==> src/rtl/rme_pkg.sv <==
package rme_pkg;
    typedef enum logic [1:0] {
        PH_IDLE = 2'd0,
        PH_WAIT = 2'd1,
        PH_GATE = 2'd2
    } phase_e;
endpackage

==> src/rtl/rme_edge.sv <==
module rme_edge (
    input  logic clk,
    input  logic rst_n,
    input  logic sig,
    output logic rise
);
    logic prev_d, prev_q;

    always_comb begin
        prev_d = sig;
        rise   = sig & ~prev_q;
    end

    always_ff @(posedge clk or negedge rst_n) begin
        if (!rst_n) prev_q <= 1'b0;
        else        prev_q <= prev_d;
    end
endmodule

==> src/rtl/rme_counter.sv <==
module rme_counter #(
    parameter int W = 32
) (
    input  logic         clk,
    input  logic         rst_n,
    input  logic         clr,
    input  logic         inc,
    output logic [W-1:0] value
);
    logic [W-1:0] value_d, value_q;

    always_comb begin
        value_d = value_q;
        if (clr)      value_d = '0;
        else if (inc) value_d = value_q + W'(1);
    end

    always_ff @(posedge clk or negedge rst_n) begin
        if (!rst_n) value_q <= '0;
        else        value_q <= value_d;
    end

    assign value = value_q;
endmodule

==> src/rtl/recip_meas_engine.sv <==
module recip_meas_engine #(
    parameter int CNT_W     = 32,
    parameter int TMO_TICKS = 1000000
) (
    input  logic             clk,
    input  logic             rst_n,
    input  logic             sig_in,
    input  logic             ref_tick,
    input  logic             arm,
    input  logic [CNT_W-1:0] min_gate,
    output logic [CNT_W-1:0] cycles_out,
    output logic [CNT_W-1:0] ticks_out,
    output logic             period_pref,
    output logic             done
);
    import rme_pkg::*;

    localparam int TMO_W = $clog2(TMO_TICKS + 1);
    localparam int SQ_W  = 2 * CNT_W;

    typedef struct packed {
        phase_e           ph;
        logic [CNT_W-1:0] cyc;
        logic [CNT_W-1:0] tck;
        logic             pref;
        logic             done;
    } regs_t;

    regs_t r_d, r_q;

    logic             rise;
    logic [CNT_W-1:0] cnt_a, cnt_b;
    logic [TMO_W-1:0] cnt_t;
    logic             a_clr, a_inc, b_clr, b_inc, t_clr, t_inc;
    logic [CNT_W:0]   b_next;
    logic [CNT_W-1:0] a_next;
    logic [TMO_W:0]   t_next;
    logic [SQ_W-1:0]  a_sq;
    logic             opening, closing, expired, active;

    rme_edge u_edge (
        .clk  (clk),
        .rst_n(rst_n),
        .sig  (sig_in),
        .rise (rise)
    );

    rme_counter #(.W(CNT_W)) u_cnt_cycles (
        .clk  (clk),
        .rst_n(rst_n),
        .clr  (a_clr),
        .inc  (a_inc),
        .value(cnt_a)
    );

    rme_counter #(.W(CNT_W)) u_cnt_ticks (
        .clk  (clk),
        .rst_n(rst_n),
        .clr  (b_clr),
        .inc  (b_inc),
        .value(cnt_b)
    );

    rme_counter #(.W(TMO_W)) u_cnt_quiet (
        .clk  (clk),
        .rst_n(rst_n),
        .clr  (t_clr),
        .inc  (t_inc),
        .value(cnt_t)
    );

    always_comb begin
        active  = (r_q.ph != PH_IDLE);
        b_next  = {1'b0, cnt_b} + (CNT_W+1)'(ref_tick);
        a_next  = cnt_a + CNT_W'(1);
        t_next  = {1'b0, cnt_t} + (TMO_W+1)'(ref_tick);
        a_sq    = SQ_W'(a_next) * SQ_W'(a_next);
        opening = (r_q.ph == PH_WAIT) && rise;
        closing = (r_q.ph == PH_GATE) && rise && (b_next >= {1'b0, min_gate});
        expired = active && !rise && (t_next >= (TMO_W+1)'(TMO_TICKS));

        a_clr = opening;
        a_inc = (r_q.ph == PH_GATE) && rise;
        b_clr = opening;
        b_inc = (r_q.ph == PH_GATE) && ref_tick;
        t_clr = ((r_q.ph == PH_IDLE) && arm) || rise;
        t_inc = active && ref_tick;

        r_d      = r_q;
        r_d.done = 1'b0;
        unique case (r_q.ph)
            PH_IDLE: if (arm) r_d.ph = PH_WAIT;
            PH_WAIT: if (opening) r_d.ph = PH_GATE;
            PH_GATE: begin
                if (closing) begin
                    r_d.ph   = PH_IDLE;
                    r_d.cyc  = a_next;
                    r_d.tck  = b_next[CNT_W-1:0];
                    r_d.pref = (a_sq < SQ_W'(b_next));
                    r_d.done = 1'b1;
                end
            end
            default: r_d.ph = PH_IDLE;
        endcase
        if (expired) begin
            r_d.ph   = PH_IDLE;
            r_d.cyc  = '0;
            r_d.tck  = '0;
            r_d.pref = 1'b0;
            r_d.done = 1'b1;
        end
    end

    always_ff @(posedge clk or negedge rst_n) begin
        if (!rst_n) begin
            r_q.ph   <= PH_IDLE;
            r_q.cyc  <= '0;
            r_q.tck  <= '0;
            r_q.pref <= 1'b0;
            r_q.done <= 1'b0;
        end else begin
            r_q <= r_d;
        end
    end

    assign cycles_out  = r_q.cyc;
    assign ticks_out   = r_q.tck;
    assign period_pref = r_q.pref;
    assign done        = r_q.done;


    done_single_pulse_chk: assert property (@(posedge clk) disable iff (!rst_n)
        done |=> !done);


    results_held_chk: assert property (@(posedge clk) disable iff (!rst_n)
        !done |-> ($stable(cycles_out) && $stable(ticks_out) && $stable(period_pref)));


    timeout_zero_chk: assert property (@(posedge clk) disable iff (!rst_n)
        (done && cycles_out == '0) |-> (ticks_out == '0 && !period_pref));


    min_gate_met_chk: assert property (@(posedge clk) disable iff (!rst_n)
        (done && cycles_out != '0) |-> (ticks_out >= $past(min_gate)));


    arm_busy_ignored_chk: assert property (@(posedge clk) disable iff (!rst_n)
        (r_q.ph == PH_GATE && !closing && !expired) |=> (r_q.ph == PH_GATE));
endmodule

==> config.mk <==
export PLATFORM = sky130hd
export DESIGN_NAME = recip_meas_engine
export DESIGN_NICKNAME = d
export VERILOG_FILES = /design/src/rtl/rme_pkg.sv /design/src/rtl/rme_edge.sv /design/src/rtl/rme_counter.sv /design/src/rtl/recip_meas_engine.sv
export SDC_FILE = /design/constraint.sdc
export NUM_CORES = 2
export LEC_CHECK = 0
export CORE_UTILIZATION = 48
export CTS_CLUSTER_DIAMETER = 60
export DETAILED_ROUTE_END_ITERATION = 10
export DONT_BUFFER_PORTS = 1
export GPL_ROUTABILITY_DRIVEN = 0
export PLACE_DENSITY_LB_ADDON = 0.25
export SYNTH_ARGS = -nofsm -noshare
export SYNTH_HDL_FRONTEND = slang
export SYNTH_SLANG_ARGS = --single-unit
==> constraint.sdc <==
create_clock -name clk -period 9.95 [get_ports clk]
set_input_delay 0.995 -clock clk [delete_from_list [all_inputs] [get_ports clk]]
set_output_delay 0.995 -clock clk [all_outputs]
set_load 0.005 [all_outputs]
After elaboration in Yosys (flattened, before gate mapping)
Cells that the tools add are included.

Bitwise gates (word level): 2. Reductions and logical operators: 19. Muxes and demuxes: 12. Equal/unequal tests: 5. Magnitude comparators: 3. Multiply operators: 1. Add/subtract/negate cells: 5.

Operator list (number): $mux W68 (2); $mux W32 (4); $mux W66 (1); $add A32 B1 Y32 const B (2); $lt A64 B33 Y1 (1); $mul A32 B32 Y64 (1); $mux W20 (2); $add A32 B1 Y33 (1); $ge A33 B32 Y1 (1); $add A20 B1 Y21 (1); $ge A21 B20 Y1 const B (1); $add A20 B1 Y20 const B (1); $reduce_bool A2 Y1 (6); $ne A3 B3 Y1 const B (3); $logic_and A1 B1 Y1 (8); $pmux W2 S3 (1); $mux W2 (2); $reduce_and A3 Y1 (1); $eq A2 B1 Y1 const B (1); $eq A2 B2 Y1 const B (1); $logic_not A2 Y1 (1); $reduce_and A2 Y1 (1); $and A1 B1 Y1 (1); $logic_not A1 Y1 (1); 2 further kinds (2).

Word-level logic and storage cells: 56. Register bits: 153. Input bits: 37.

Depth between registers and ports, before layout
Word-level depth: 7. Mapped depth: 47. Depth with buffers taken out: 44.

Hierarchy
Synthesis repeated with hierarchy kept, for this count alone.

Cell total of the unflattened synthesis: 4510. Area total of the unflattened synthesis: 40158.5 um^2.

Modules (own cells, without submodules): recip_meas_engine (instances 1, area each 35642.9 um^2, cells each 4035); rme_counter at u_cnt_cycles ... (instances 2, area each 1714.1 um^2, cells each 183); rme_counter at u_cnt_quiet (instances 1, area each 1048.5 um^2, cells each 107); rme_edge (instances 1, area each 38.8 um^2, cells each 2).

Worst setup path before layout
OpenSTA, ideal clock, no wires.

Kind: register -> register. Start point: register u_cnt_cycles.value_q[7] (netlist: u_cnt_cycles.value[7]). End point: register r_q, in the netlist period_pref. Cell stages (with the launch flop): 46. Period minus slack after synthesis: 10.655 ns. Arrival: 10.559 ns. Setup time: 0.095 ns. Path buffers: 4. Path slack: -0.705 ns. Cell sequence: dfrtp_1 -> buf_4 -> nand2_2 -> or4_4 -> nor3_4 -> nand2_1 -> xor2_1 -> clkbuf_1 -> clkbuf_1 -> nor2_1 -> fa_1 -> inv_1 -> fa_1 -> inv_1 -> fa_1 -> inv_1 -> fa_1 -> inv_1 -> [... 10 more ...] -> nand4_1 -> or3_1 -> o221a_2 -> nand3_1 -> a21oi_1 -> o21bai_1 -> a21oi_1 -> xnor2_1 -> ha_1 -> a221oi_1 -> nand4_1 -> or4_1 -> a211oi_1 -> nand4bb_1 -> nor4_1 -> nand4_1 -> or4_1 -> o31ai_1.

Longest elaborated chain between the ends: 6.

Ends and longest elaborated chain: start: declaration (line rme_counter.sv:10) `logic [W-1:0] value_d, value_q;`; start signal: assignment (line rme_counter.sv:20) `else value_q <= value_d;`; $add A32 B1 Y32 (line recip_meas_engine.sv:75) `a_next = cnt_a + CNT_W'(1);`; $mul A32 B32 Y64 (line recip_meas_engine.sv:77) `a_sq = SQ_W'(a_next) * SQ_W'(a_next);`; $lt A64 B33 Y1 (line recip_meas_engine.sv:99) `r_d.pref = (a_sq < SQ_W'(b_next));`; $mux W68 (line recip_meas_engine.sv:95) `if (closing) begin`; $mux W66 (line recip_meas_engine.sv:91) `unique case (r_q.ph)`; $mux W68 (line recip_meas_engine.sv:105) `if (expired) begin`; end signal: assignment (line recip_meas_engine.sv:122) `r_q <= r_d;`; end: declaration (line recip_meas_engine.sv:29) `regs_t r_d, r_q;`.

Every way passes these cells. The select of a mux whose other input is x is not followed. A chain may end at the register's enable or synchronous reset.

Worst setup path after layout
Start point: register u_cnt_cycles.value_q[1] (netlist: u_cnt_cycles.value[1]). End point: register r_q, in the netlist period_pref.

The elaborated chain is that of the path after synthesis.

==> impl_metrics.toml <==
[logic_synthesis]
synth_compound_area_share_pct = 6.73
synthAdderAreaFrac_pct = 52.2
ys_types = 72
synth_top_cell_by_area = "fa_1"
synth-edff-count = 0
ys_seq_elements = 153
avgSynthCellArea_um2 = 8.77
yosys_warnings = 0
netlist_instances = 4471
ys_top_cells_by_area = "fa_1 41%, inv_1 11%, ha_1 11%"
synthMuxAreaShare_pct = 0.128
seq_area_frac_synth_pct = 9.77
synth_top_family_by_area = "adder cells"
synth-simple-area-share_pct = 13.0
synth_top_area_share_pct = 41.4
mappedNetlistArea_um2 = 39200
syn_nets = 5657
synth-xor-area-share_pct = 3.89
ys_async_sr_fraction_pct = 100
synth-main-ff-cell = "dfrtp_1"

[worst_setup_path]
cp_data_arrival_time_ns = 10.41
start_kind = "register"
critical_path_class = "register to register"
worstReg2RegEnd = "period_pref"
end_kind = "register"
rr_worst_depth = 43
worst-path-max-fanout = 5
crit_path_max_incr_delay_ns = 0.56
slowest_stage = "fa_2"
reg2reg_slack_ns = -0.09
cp-startpoint = "u_cnt_cycles.value[1]"
timing.rr.start = "u_cnt_cycles.value[1]"
cp.required_ns = 10.32

[global_route]
grt_pass1_vias = 32200
groute.usage.overall_pct = 29.0
grt_start_max_net_pins = 154
antenna_found_initial = 0
grt_first_pass_wirelength_um = 182000
grt_overflow = 0

[placement]
place_ws_ns = -0.350
hpwl_um = 96700
numPortBuffers = 0

[timing]
drv_slew = 0
finalSetupViolCount = 1
fin_crit_ns = 10.04
period_share_pct = 101
fmax_mhz = 99.6
fin_ws_ns = -0.0859
grt_setup_unrepaired = "true"
tns_ns = -0.0859
finalHoldViolCount = 0
fin_skew_ns = 0.0405
slew_headroom_pct = 37.7
hold-worst-slack_ns = 0.194
tightest_slew_ns = 0.935

[die]
num_io_pins = 103
num_rows = 104
die_h_um = 288
die_w_um = 288
start_util_pct = 48.6
dieArea_um2 = 82800
coreArea_um2 = 80700

[clock_tree]
clkSinkCount = 153
cts.clk_slew.worst_paths_ns = 0.10
h-tree-depth = 4
clock_latency_ns = 0.49
numCtsBuffers = 17
cts_buffer_depth = 2
cts_tree = "done"
cts-root-buf = "clkbuf_16"

[layout]
drive_gt1_share_pct = 12.9
num-fill-cells = 7451
fin_util_pct = 54.4
final_common_cell = "inv_1"
layout_common_cells = "1153 x inv_1, 804 x fa_1, 412 x nand2_1, 411 x buf_4, 329 x ha_1"
diodes = 0
fin_nets = 5849
areaGrowthSynthToFinish_pct = 12.1

[outcome]
violations = "DRC, setup timing"
status = "finished, violations left"

[power]
p_leak_nw = 24.1
finalPower_mw = 1.70
ir_drop_mv = 0.124
power_density_nw_per_um2 = 38.6

[min_path]
min_path_type = "input port to asynchronous set/reset pin"

[route]
ant_nets = 0
vias = 30300
dr.pass1.iters = 8
vias_per_cell = 5.28
drt_iter0_markers = 2213
drc = 2
wire_per_inst_um = 20.0
drt-total-wl_um = 114000

[run]
drv_cap = 0
critical path, delay by kind of cell (launching register included):
family	cells	cell delay (ns)
adders and majority gates	10	4.52
and+or+nand+nor	13	2.73
AOI/OAI and AO/OA	7	1.13
buffers and inverters	11	0.84
DFF	1	0.42
xor gates and xnor gates	2	0.27
flip-flops by register name, summed over array words and instances (netlist names):
signal	flops
done	1
u_cnt_ticks.value	32
ticks_out	32
u_cnt_quiet.value	20
r_q	2
period_pref	1
u_cnt_cycles.value	32
cycles_out	32
u_edge.prev_q	1
cells by family after synthesis:
family | Yosys count
xor gates and xnor gates | 174
buffers and inverters | 1418
AOI/OAI and AO/OA | 432
DFF | 153
muxes | 5
adders and majority gates | 1149
other | 2
and+or+nand+nor | 1138
routing by layer:
metal / share of wire [%] / GRT usage [%] / vias to the layer above
li1: - / - / 13800
met1: 41 / 38.3 / 15300
met2: 48 / 48.2 / 965
met3: 6.4 / 4.47 / 220
met4: 4.1 / 10.5 / 0
met5: 0 / 0 / -
stage by stage:
stage,std cells,cell area [um^2]
finish,5736,43900
CTS,5724,43700
floorplan,4471,39300
global placement,5673,42500
global route,5736,43900
detailed placement,5673,42500
timing repair:
item                                    CTS  global route
resized for setup                        86            44
pin swaps                                36            34
hold endpoints to repair                  0             0
setup buffers                            19            12
hold buffers                              0             0
endpoints found under the setup margin    1             1
cell usage after synthesis (22+ instances only):
master and n:
inv_1 1160, fa_1 810, nand2_1 420, ha_1 339
nor2_1 338, clkbuf_1 167, o21ai_0 163, dfrtp_1 153
nand3_1 126, a21oi_1 110, xor2_1 89, xnor2_1 85
nand4_1 73, buf_4 65, nor3_1 32, a21o_1 31
nor2b_1 28, nand2b_1 24, and3_1 22
layout make-up:
type	count	area, um^2	area share [%]
Sequential cell	153	3830	8.72
Clock buffer	18	439	1.00
Timing Repair Buffer	421	3250	7.40
Inverter	1170	4400	10.0
Multi-Input combinational cell	2900	30500	69.4
Clock inverter	14	175	0.399
Tap cell	1060	1330	3.02
where the power goes:
group          switching, mW  leakage (nW)  internal [mW]
logic                  0.216          21.7          0.107
clock network          0.345         0.298          0.368
registers             0.0227          2.13          0.637
total                  0.584          24.1           1.11
worst max path at each step:
stage	end	slack, ns
floorplan	period_pref	0.02
global placement	period_pref	-0.30
detailed placement	period_pref	-0.35
CTS	period_pref	-0.05
global route	period_pref	-0.48
finish	period_pref	-0.09
No activity file was read; power rests on OpenSTA's default activity.
